==> src/rtl/stby_pkg.sv <==
package stby_pkg;

    localparam int unsigned N_IRQ = 6;
    // irq lines, nmi, ext request, warm reset, cold reset
    localparam int unsigned N_PINS = N_IRQ + 4;

    typedef enum logic {
        ST_RUN  = 1'b0,
        ST_STBY = 1'b1
    } stby_state_e;

    typedef struct packed {
        stby_state_e st;
        logic        clk_en;
        logic        wake_rst;
    } fsm_reg_t;

endpackage

==> src/rtl/pin_sync.sv <==
module pin_sync #(
    parameter int unsigned WIDTH   = 10,
    parameter int unsigned STAGES  = 2,
    parameter logic [WIDTH-1:0] RST_VAL = '1
) (
    input  logic             clk,
    input  logic             rst_n,
    input  logic [WIDTH-1:0] pins_in,
    output logic [WIDTH-1:0] pins_out
);

    logic [STAGES-1:0][WIDTH-1:0] chain_d, chain_q;

    always_comb begin
        chain_d[0] = pins_in;
        for (int i = 1; i < STAGES; i++) begin
            chain_d[i] = chain_q[i-1];
        end
    end

    always_ff @(posedge clk or negedge rst_n) begin
        if (!rst_n) begin
            for (int i = 0; i < STAGES; i++) begin
                chain_q[i] <= RST_VAL;
            end
        end else begin
            chain_q <= chain_d;
        end
    end

    assign pins_out = chain_q[STAGES-1];

    AST_SYNC_DELAY: assert property (@(posedge clk) disable iff (!rst_n)
        1'b1 |=> chain_q[0] == $past(pins_in)) else $error("sync stage");

endmodule

==> src/rtl/ivl_timer.sv <==
module ivl_timer #(
    parameter int unsigned TMR_W = 16
) (
    input  logic             clk,
    input  logic             rst_n,
    input  logic             cmp_load,
    input  logic [TMR_W-1:0] cmp_value,
    input  logic             tmr_ack,
    output logic             tmr_irq
);

    typedef struct packed {
        logic [TMR_W-1:0] cnt;
        logic [TMR_W-1:0] cmp;
        logic             pend;
    } tmr_reg_t;

    tmr_reg_t t_d, t_q;
    logic     match;

    always_comb begin
        t_d     = t_q;
        match   = (t_q.cnt == t_q.cmp);
        t_d.cnt = t_q.cnt + 1'b1;
        if (cmp_load) begin
            t_d.cmp = cmp_value;
        end
        t_d.pend = match | (t_q.pend & ~tmr_ack);
    end

    always_ff @(posedge clk or negedge rst_n) begin
        if (!rst_n) begin
            t_q.cnt  <= '0;
            t_q.cmp  <= '1;
            t_q.pend <= 1'b0;
        end else begin
            t_q <= t_d;
        end
    end

    assign tmr_irq = t_q.pend;

    AST_CNT_STEP: assert property (@(posedge clk) disable iff (!rst_n)
        1'b1 |=> t_q.cnt == $past(t_q.cnt) + 1'b1) else $error("count step");
    AST_MATCH_SETS: assert property (@(posedge clk) disable iff (!rst_n)
        match |=> tmr_irq) else $error("match lost");
    AST_ACK_CLEARS: assert property (@(posedge clk) disable iff (!rst_n)
        (tmr_ack && !match) |=> !tmr_irq) else $error("ack ignored");

endmodule

==> src/rtl/stby_fsm.sv <==
module stby_fsm
    import stby_pkg::*;
(
    input  logic clk,
    input  logic rst_n,
    input  logic wait_pulse,
    input  logic pend_wake,
    input  logic rst_wake,
    output logic standby,
    output logic clk_en,
    output logic wake_rst
);

    fsm_reg_t f_d, f_q;
    logic     any_wake;

    always_comb begin
        any_wake   = pend_wake | rst_wake;
        f_d        = f_q;
        f_d.wake_rst = 1'b0;
        unique case (f_q.st)
            ST_RUN: begin
                if (wait_pulse && !any_wake) begin
                    f_d.st = ST_STBY;
                end
            end
            ST_STBY: begin
                if (any_wake) begin
                    f_d.st       = ST_RUN;
                    f_d.wake_rst = rst_wake;
                end
            end
            default: f_d.st = ST_RUN;
        endcase
        f_d.clk_en = (f_d.st == ST_RUN);
    end

    always_ff @(posedge clk or negedge rst_n) begin
        if (!rst_n) begin
            f_q.st       <= ST_RUN;
            f_q.clk_en   <= 1'b1;
            f_q.wake_rst <= 1'b0;
        end else begin
            f_q <= f_d;
        end
    end

    assign standby  = (f_q.st == ST_STBY);
    assign clk_en   = f_q.clk_en;
    assign wake_rst = f_q.wake_rst;

    AST_ENTER: assert property (@(posedge clk) disable iff (!rst_n)
        (!standby && wait_pulse && !any_wake) |=> (standby && !clk_en)) else $error("no entry");
    AST_HOLD: assert property (@(posedge clk) disable iff (!rst_n)
        (standby && !any_wake) |=> (standby && !clk_en)) else $error("early exit");
    AST_EN_INV: assert property (@(posedge clk) disable iff (!rst_n)
        clk_en != standby) else $error("enable mismatch");
    AST_EXIT: assert property (@(posedge clk) disable iff (!rst_n)
        (standby && any_wake) |=> (!standby && clk_en)) else $error("no exit");
    AST_NO_ENTER_PEND: assert property (@(posedge clk) disable iff (!rst_n)
        (!standby && any_wake) |=> !standby) else $error("entered with wake");
    AST_WAKE_RST: assert property (@(posedge clk) disable iff (!rst_n)
        wake_rst |-> ($past(standby) && !standby)) else $error("stray reset pulse");

endmodule

==> src/rtl/standby_ctrl.sv <==
module standby_ctrl
    import stby_pkg::*;
#(
    parameter int unsigned TMR_W       = 16,
    parameter int unsigned SYNC_STAGES = 2
) (
    input  logic             clk,
    input  logic             rst_n,
    input  logic             wait_pulse,
    input  logic [5:0]       irq_n,
    input  logic [5:0]       irq_en,
    input  logic             nmi_n,
    input  logic             ext_req_n,
    input  logic             sys_reset_n,
    input  logic             cold_reset_n,
    input  logic             cmp_load,
    input  logic [TMR_W-1:0] cmp_value,
    input  logic             tmr_ack,
    output logic             pipe_clk_en,
    output logic             standby,
    output logic             tmr_irq,
    output logic             wake_reset
);

    localparam int unsigned NMI_BIT  = N_IRQ;
    localparam int unsigned EXT_BIT  = N_IRQ + 1;
    localparam int unsigned WRST_BIT = N_IRQ + 2;
    localparam int unsigned CRST_BIT = N_IRQ + 3;

    logic [N_PINS-1:0] raw_pins, sync_pins_n, sync_act;
    logic              pend_wake, rst_wake;

    assign raw_pins = {cold_reset_n, sys_reset_n, ext_req_n, nmi_n, irq_n};

    pin_sync #(
        .WIDTH   (N_PINS),
        .STAGES  (SYNC_STAGES),
        .RST_VAL ({N_PINS{1'b1}})
    ) u_sync (
        .clk      (clk),
        .rst_n    (rst_n),
        .pins_in  (raw_pins),
        .pins_out (sync_pins_n)
    );

    ivl_timer #(
        .TMR_W (TMR_W)
    ) u_timer (
        .clk       (clk),
        .rst_n     (rst_n),
        .cmp_load  (cmp_load),
        .cmp_value (cmp_value),
        .tmr_ack   (tmr_ack),
        .tmr_irq   (tmr_irq)
    );

    always_comb begin
        sync_act  = ~sync_pins_n;
        pend_wake = (|(sync_act[N_IRQ-1:0] & irq_en)) | sync_act[NMI_BIT]
                  | sync_act[EXT_BIT] | tmr_irq;
        rst_wake  = sync_act[WRST_BIT] | sync_act[CRST_BIT];
    end

    stby_fsm u_fsm (
        .clk        (clk),
        .rst_n      (rst_n),
        .wait_pulse (wait_pulse),
        .pend_wake  (pend_wake),
        .rst_wake   (rst_wake),
        .standby    (standby),
        .clk_en     (pipe_clk_en),
        .wake_rst   (wake_reset)
    );

    AST_MASKED_QUIET: assert property (@(posedge clk) disable iff (!rst_n)
        (standby && !rst_wake && !tmr_irq && sync_act[NMI_BIT] == 1'b0
         && sync_act[EXT_BIT] == 1'b0 && (sync_act[N_IRQ-1:0] & irq_en) == '0)
        |=> standby) else $error("masked wake");

endmodule

==> config.mk <==
export PLATFORM = sky130hd
export DESIGN_NAME = standby_ctrl
export DESIGN_NICKNAME = d
export VERILOG_FILES = /design/src/rtl/stby_pkg.sv /design/src/rtl/pin_sync.sv /design/src/rtl/ivl_timer.sv /design/src/rtl/stby_fsm.sv /design/src/rtl/standby_ctrl.sv
export SDC_FILE = /design/constraint.sdc
export NUM_CORES = 1
export LEC_CHECK = 0
export BUFFER_PORTS_ARGS = -buffer_cell sky130_fd_sc_hd__buf_2
export CORE_MARGIN = 2
export CORE_UTILIZATION = 50
export CTS_CLUSTER_DIAMETER = 150
export DETAILED_ROUTE_END_ITERATION = 6
export GPL_TIMING_DRIVEN = 1
export PLACE_DENSITY_LB_ADDON = 0.12
export SYNTH_ARGS = -nofsm -noshare
export SYNTH_HDL_FRONTEND = slang
export SYNTH_HIERARCHICAL = 1
export SYNTH_SLANG_ARGS = --single-unit
==> constraint.sdc <==
create_clock -name clk -period 1.7 [get_ports clk]
set_input_delay 0.085 -clock clk [delete_from_list [all_inputs] [get_ports clk]]
set_output_delay 0.085 -clock clk [all_outputs]
set_load 0.01 [all_outputs]
Word-level counts from Yosys, hierarchy flattened
Index checks and enable logic that the tools add are counted.

Flip-flop bits (word level): 56. Bits in latches: 0. Memory bits (writable): 0. Memory bits (read-only): 0. Output and inout bits: 4. Logic and storage cells: 30. Memories: 0.

Add/sub/neg operators: 1. Multipliers: 0. Divide/modulo/power cells: 0. $lt $le $gt $ge: 0. Equal/unequal tests: 1. Shift operators: 0. Mux-type cells: 5. Bitwise logic cells: 12. Reductions and logical operators: 3.

Operators with widths (number): $add A16 B1 Y16 const B (1); $eq A16 B16 Y1 (1); $not A10 Y10 (1); $and A6 B6 Y6 (1); $or A1 B1 Y1 (6); $reduce_or A6 Y1 (1); $mux W1 (4); $not A1 Y1 (3); $pmux W1 S2 (1); $and A1 B1 Y1 (1); $logic_and A1 B1 Y1 (1); $logic_not A1 Y1 (1).

Logic depth before layout (Yosys ltp)
Word-level depth: 12. Depth in mapped cells: 5. Mapped depth without buffers: 5.

Modules after synthesis
The synthesis kept the hierarchy.

Modules (own cells, without submodules): ivl_timer (instances 1, cells each 115, area each 1508.9 um^2, seq. area each 845.8 um^2); pin_sync (instances 1, cells each 20, area each 525.5 um^2, seq. area each 525.5 um^2); stby_fsm (instances 1, cells each 7, area each 102.6 um^2, seq. area each 76.3 um^2); standby_ctrl (instances 1, cells each 12, area each 60.1 um^2, seq. area each 0.0 um^2).

Least setup slack after synthesis
OpenSTA, ideal clock, no wires.

Path type: register -> register. From: register u_sync.chain_q (netlist bit u_sync/pins_out[0]). To: register u_fsm.f_q (netlist bit u_fsm/standby). Library setup time: 64 ps. Arrival time: 1280 ps. Required time: 1636 ps. Setup slack: 356 ps. Stages on the path, launching flop included: 5. Path buffers: 0. Period minus slack after synthesis: 1344 ps. Path through: dfstp_2 > o22ai_1 > or4_1 > nor2_2 > o21a_1.

RTL lines: start: declaration (line pin_sync.sv:12) `logic [STAGES-1:0][WIDTH-1:0] chain_d, chain_q;`; start signal: assignment (line pin_sync.sv:27) `chain_q <= chain_d;`; end: declaration (line stby_fsm.sv:14) `fsm_reg_t f_d, f_q;`.

==> out/qor.yml <==
status: "completed"
syn_avg_cell_area_um2: 14.3
path_buf_inv: 0
htreeDepth: 2
crit_path_end: "u_fsm/standby"
row_count: 24
viasPerCell: 4.88
timing.final.crit_period_ps: 1450
reg2reg_to: "u_fsm/standby"
finalCritPeriodShare_pct: 85.0
rsz0062_at_grt: "no"
synth_cell_type_count: 27
dieArea_um2: 4940
top_layer_used: "met4"
rrSetupSlack_ps: 250
io_buffers: 40
wl_mm: 3.76
met1_length_mm: 1.64
n_antenna_cell: 0
core_um2: 4290
path_depth: 4
power.total_w: 0.00238
grt_max_degree: 35
ir_drop_v: 0.000622
place.gp.congestion: 0.805
rr_worst_depth: 4
dieWidth_um: 70.3
firstDrtPassIters: 4
numCtsBuffers: 5
synth_seq_cells: 56
ys_seq_area_share_pct: 65.9
syn_area_um2: 2200
start_util_pct: 51.2
wl_per_cell_um: 13.9
crit_chain: "o22ai_1 -> or4_1 -> nor2_2 -> o21a_1"
cts.clk_slew.worst_paths_ps: 100
drive_gt1_share_pct: 49.3
drt_iter0_drc: 77
final_cell_mix: "buf_2 (40), dfstp_2 (37), xor2_1 (22)"
syn_inst: 154
hold_class: "primary input to flip-flop"
ctsRootBufferMaster: "clkbuf_8"
hpwl_mm: 2.63
final_nets: 256
startpoint_type: "flip-flop"
vias: 1323
max_slew_margin_pct: 64.3
ios: 41
insertion_delay_ps: 310
rr_startpoint: "u_sync/pins_out[3]"
setup_violations: 0
final_common_cell: "buf_2"
leakage_nw: 1.26
grt_usage_pct: 16.6
drv_slew: 0
utilization_pct: 64.1
ant_nets: 0
worst_pin_slew_ps: 536
grt_overflow: 0
grt_pass1_vias: 1363
route.met2.wl_mm: 1.91
crit_type: "flip-flop to flip-flop"
antenna_found_initial: 0
endpoint_kind: "flip-flop"
die_height_um: 70.3
cp_max_fo: 2
cts_max_path_buffers: 2
critPathTopFamily: "simple AND/OR/NAND/NOR gates"
cts_tree: "done"
yosys_warnings: 6
dr_wl_met3_um: 147
critPathArrivalTime_ps: 1700
slowest_stage: "or4_1"
area_growth_pct: 25.2
crit_start: "u_sync/pins_out[3]"
power_density_nw_per_um2: 864
fin_worst_skew_ps: 11.0
hold_viol: 0
postCtsSetupBuffers: 0
setup_tns_ps: 0
cp_slowest_stage_delay_ps: 550
hold_ws_ps: 10.9
syn_nets: 192
grt_pass1_wl_mm: 6.28
worstPathRequired_ps: 1950
fmax_ghz: 0.692
drc: 0
clock_sinks: 56
drv_cap: 0
-- per-layer routing --
layer	GRT usage, %	up-vias
met5	0	-
met4	5.77	0
met3	4.33	5
met2	28.3	29
met1	20.5	640
li1	-	649
-- cell families after synthesis --
| group | after synthesis | share of synthesized area (%) |
|---|---|---|
| XOR/XNOR | 30 | 12.0 |
| multiplexers | 16 | 8.20 |
| AO/OA/AOI/OAI | 6 | 1.65 |
| buffers and inverters | 12 | 2.28 |
| flip-flops | 56 | 65.9 |
| AND/OR/NAND/NOR | 33 | 9.45 |
| adder cells (fa/ha/maj) | 1 | 0.569 |
-- state kept, by name (all words and copies together), names as in the netlist --
| register | flops |
|---|---|
| u_fsm/wake_rst | 1 |
| u_timer/t_q | 32 |
| u_timer/tmr_irq | 1 |
| u_sync/pins_out | 10 |
| u_sync/chain_d | 10 |
| u_fsm/clk_en | 1 |
| u_fsm/standby | 1 |
-- synthesized netlist by cell type --
library cell,number,area (um2)
nor2_1,5,18.8
nand3_1,5,25.0
and4_4,1,11.3
dfstp_2,37,972
xnor2_1,8,70.1
and3_2,1,7.51
o21ai_0,2,10.0
o22ai_1,3,18.8
dfrtp_1,19,475
nor3_2,1,10.0
buf_2,3,15.0
nand3_2,1,10.0
inv_1,8,30.0
o21a_1,1,7.51
nand4_4,1,21.3
xor2_1,22,193
nand4_1,3,18.8
and2_2,1,7.51
mux2_2,16,180
nor4_1,4,25.0
nand2_1,6,22.5
nor2_2,1,6.26
or4_1,1,7.51
nand3b_1,1,7.51
ha_1,1,12.5
and4_1,1,8.76
clkbuf_2,1,5.00
-- where the power goes --
part | internal [W] | switching (W)
clock | 0.000294 | 0.000411
sequential | 0.00144 | 0.0000349
combinational | 0.000117 | 0.0000779
-- worst register-to-register path, stage by stage (launching register included) --
cell	delay, ps
dfstp_2	540
o22ai_1	60
or4_1	550
nor2_2	120
o21a_1	130
-- worst min-delay path by stage --
stage	slack, ps	cells after the start	startpoint	endpoint
2_1_floorplan	-210	0	rst_n	u_fsm/standby
3_3_place_gp	90	1	rst_n	u_timer/t_q[24]
3_5_place_dp	100	1	rst_n	u_timer/t_q[26]
4_1_cts	0.8	2	cmp_value[15]	u_timer/t_q[16]
5_1_grt	3	2	cmp_value[15]	u_timer/t_q[16]
6_report	10	2	cmp_value[6]	u_timer/t_q[7]
-- through the flow --
stage	cells	instance area, um2	worst slack, ps
final	271	2750	254
after global routing	271	2750	109
after CTS	269	2730	236
after detailed placement	243	2460	261
after global placement	243	2460	308
after floorplan	154	2200	356
-- layout make-up --
class | instances | area [um2]
multi-input combinational | 86 | 699
sequential | 56 | 1450
inverter | 8 | 30.0
timing repair buffer | 61 | 420
tap | 52 | 65.1
clock inverter | 2 | 16.3
fill | 346 | 1540
clock buffer | 6 | 72.6
-- timing repair --
action / in CTS / in global routing
gates resized for setup: 0 / 0
hold buffers: 18 / 2
endpoints found under the setup margin: 0 / 0
endpoints found under the hold margin: 28 / 2
Note: power is estimated with default switching activity, not from simulation.
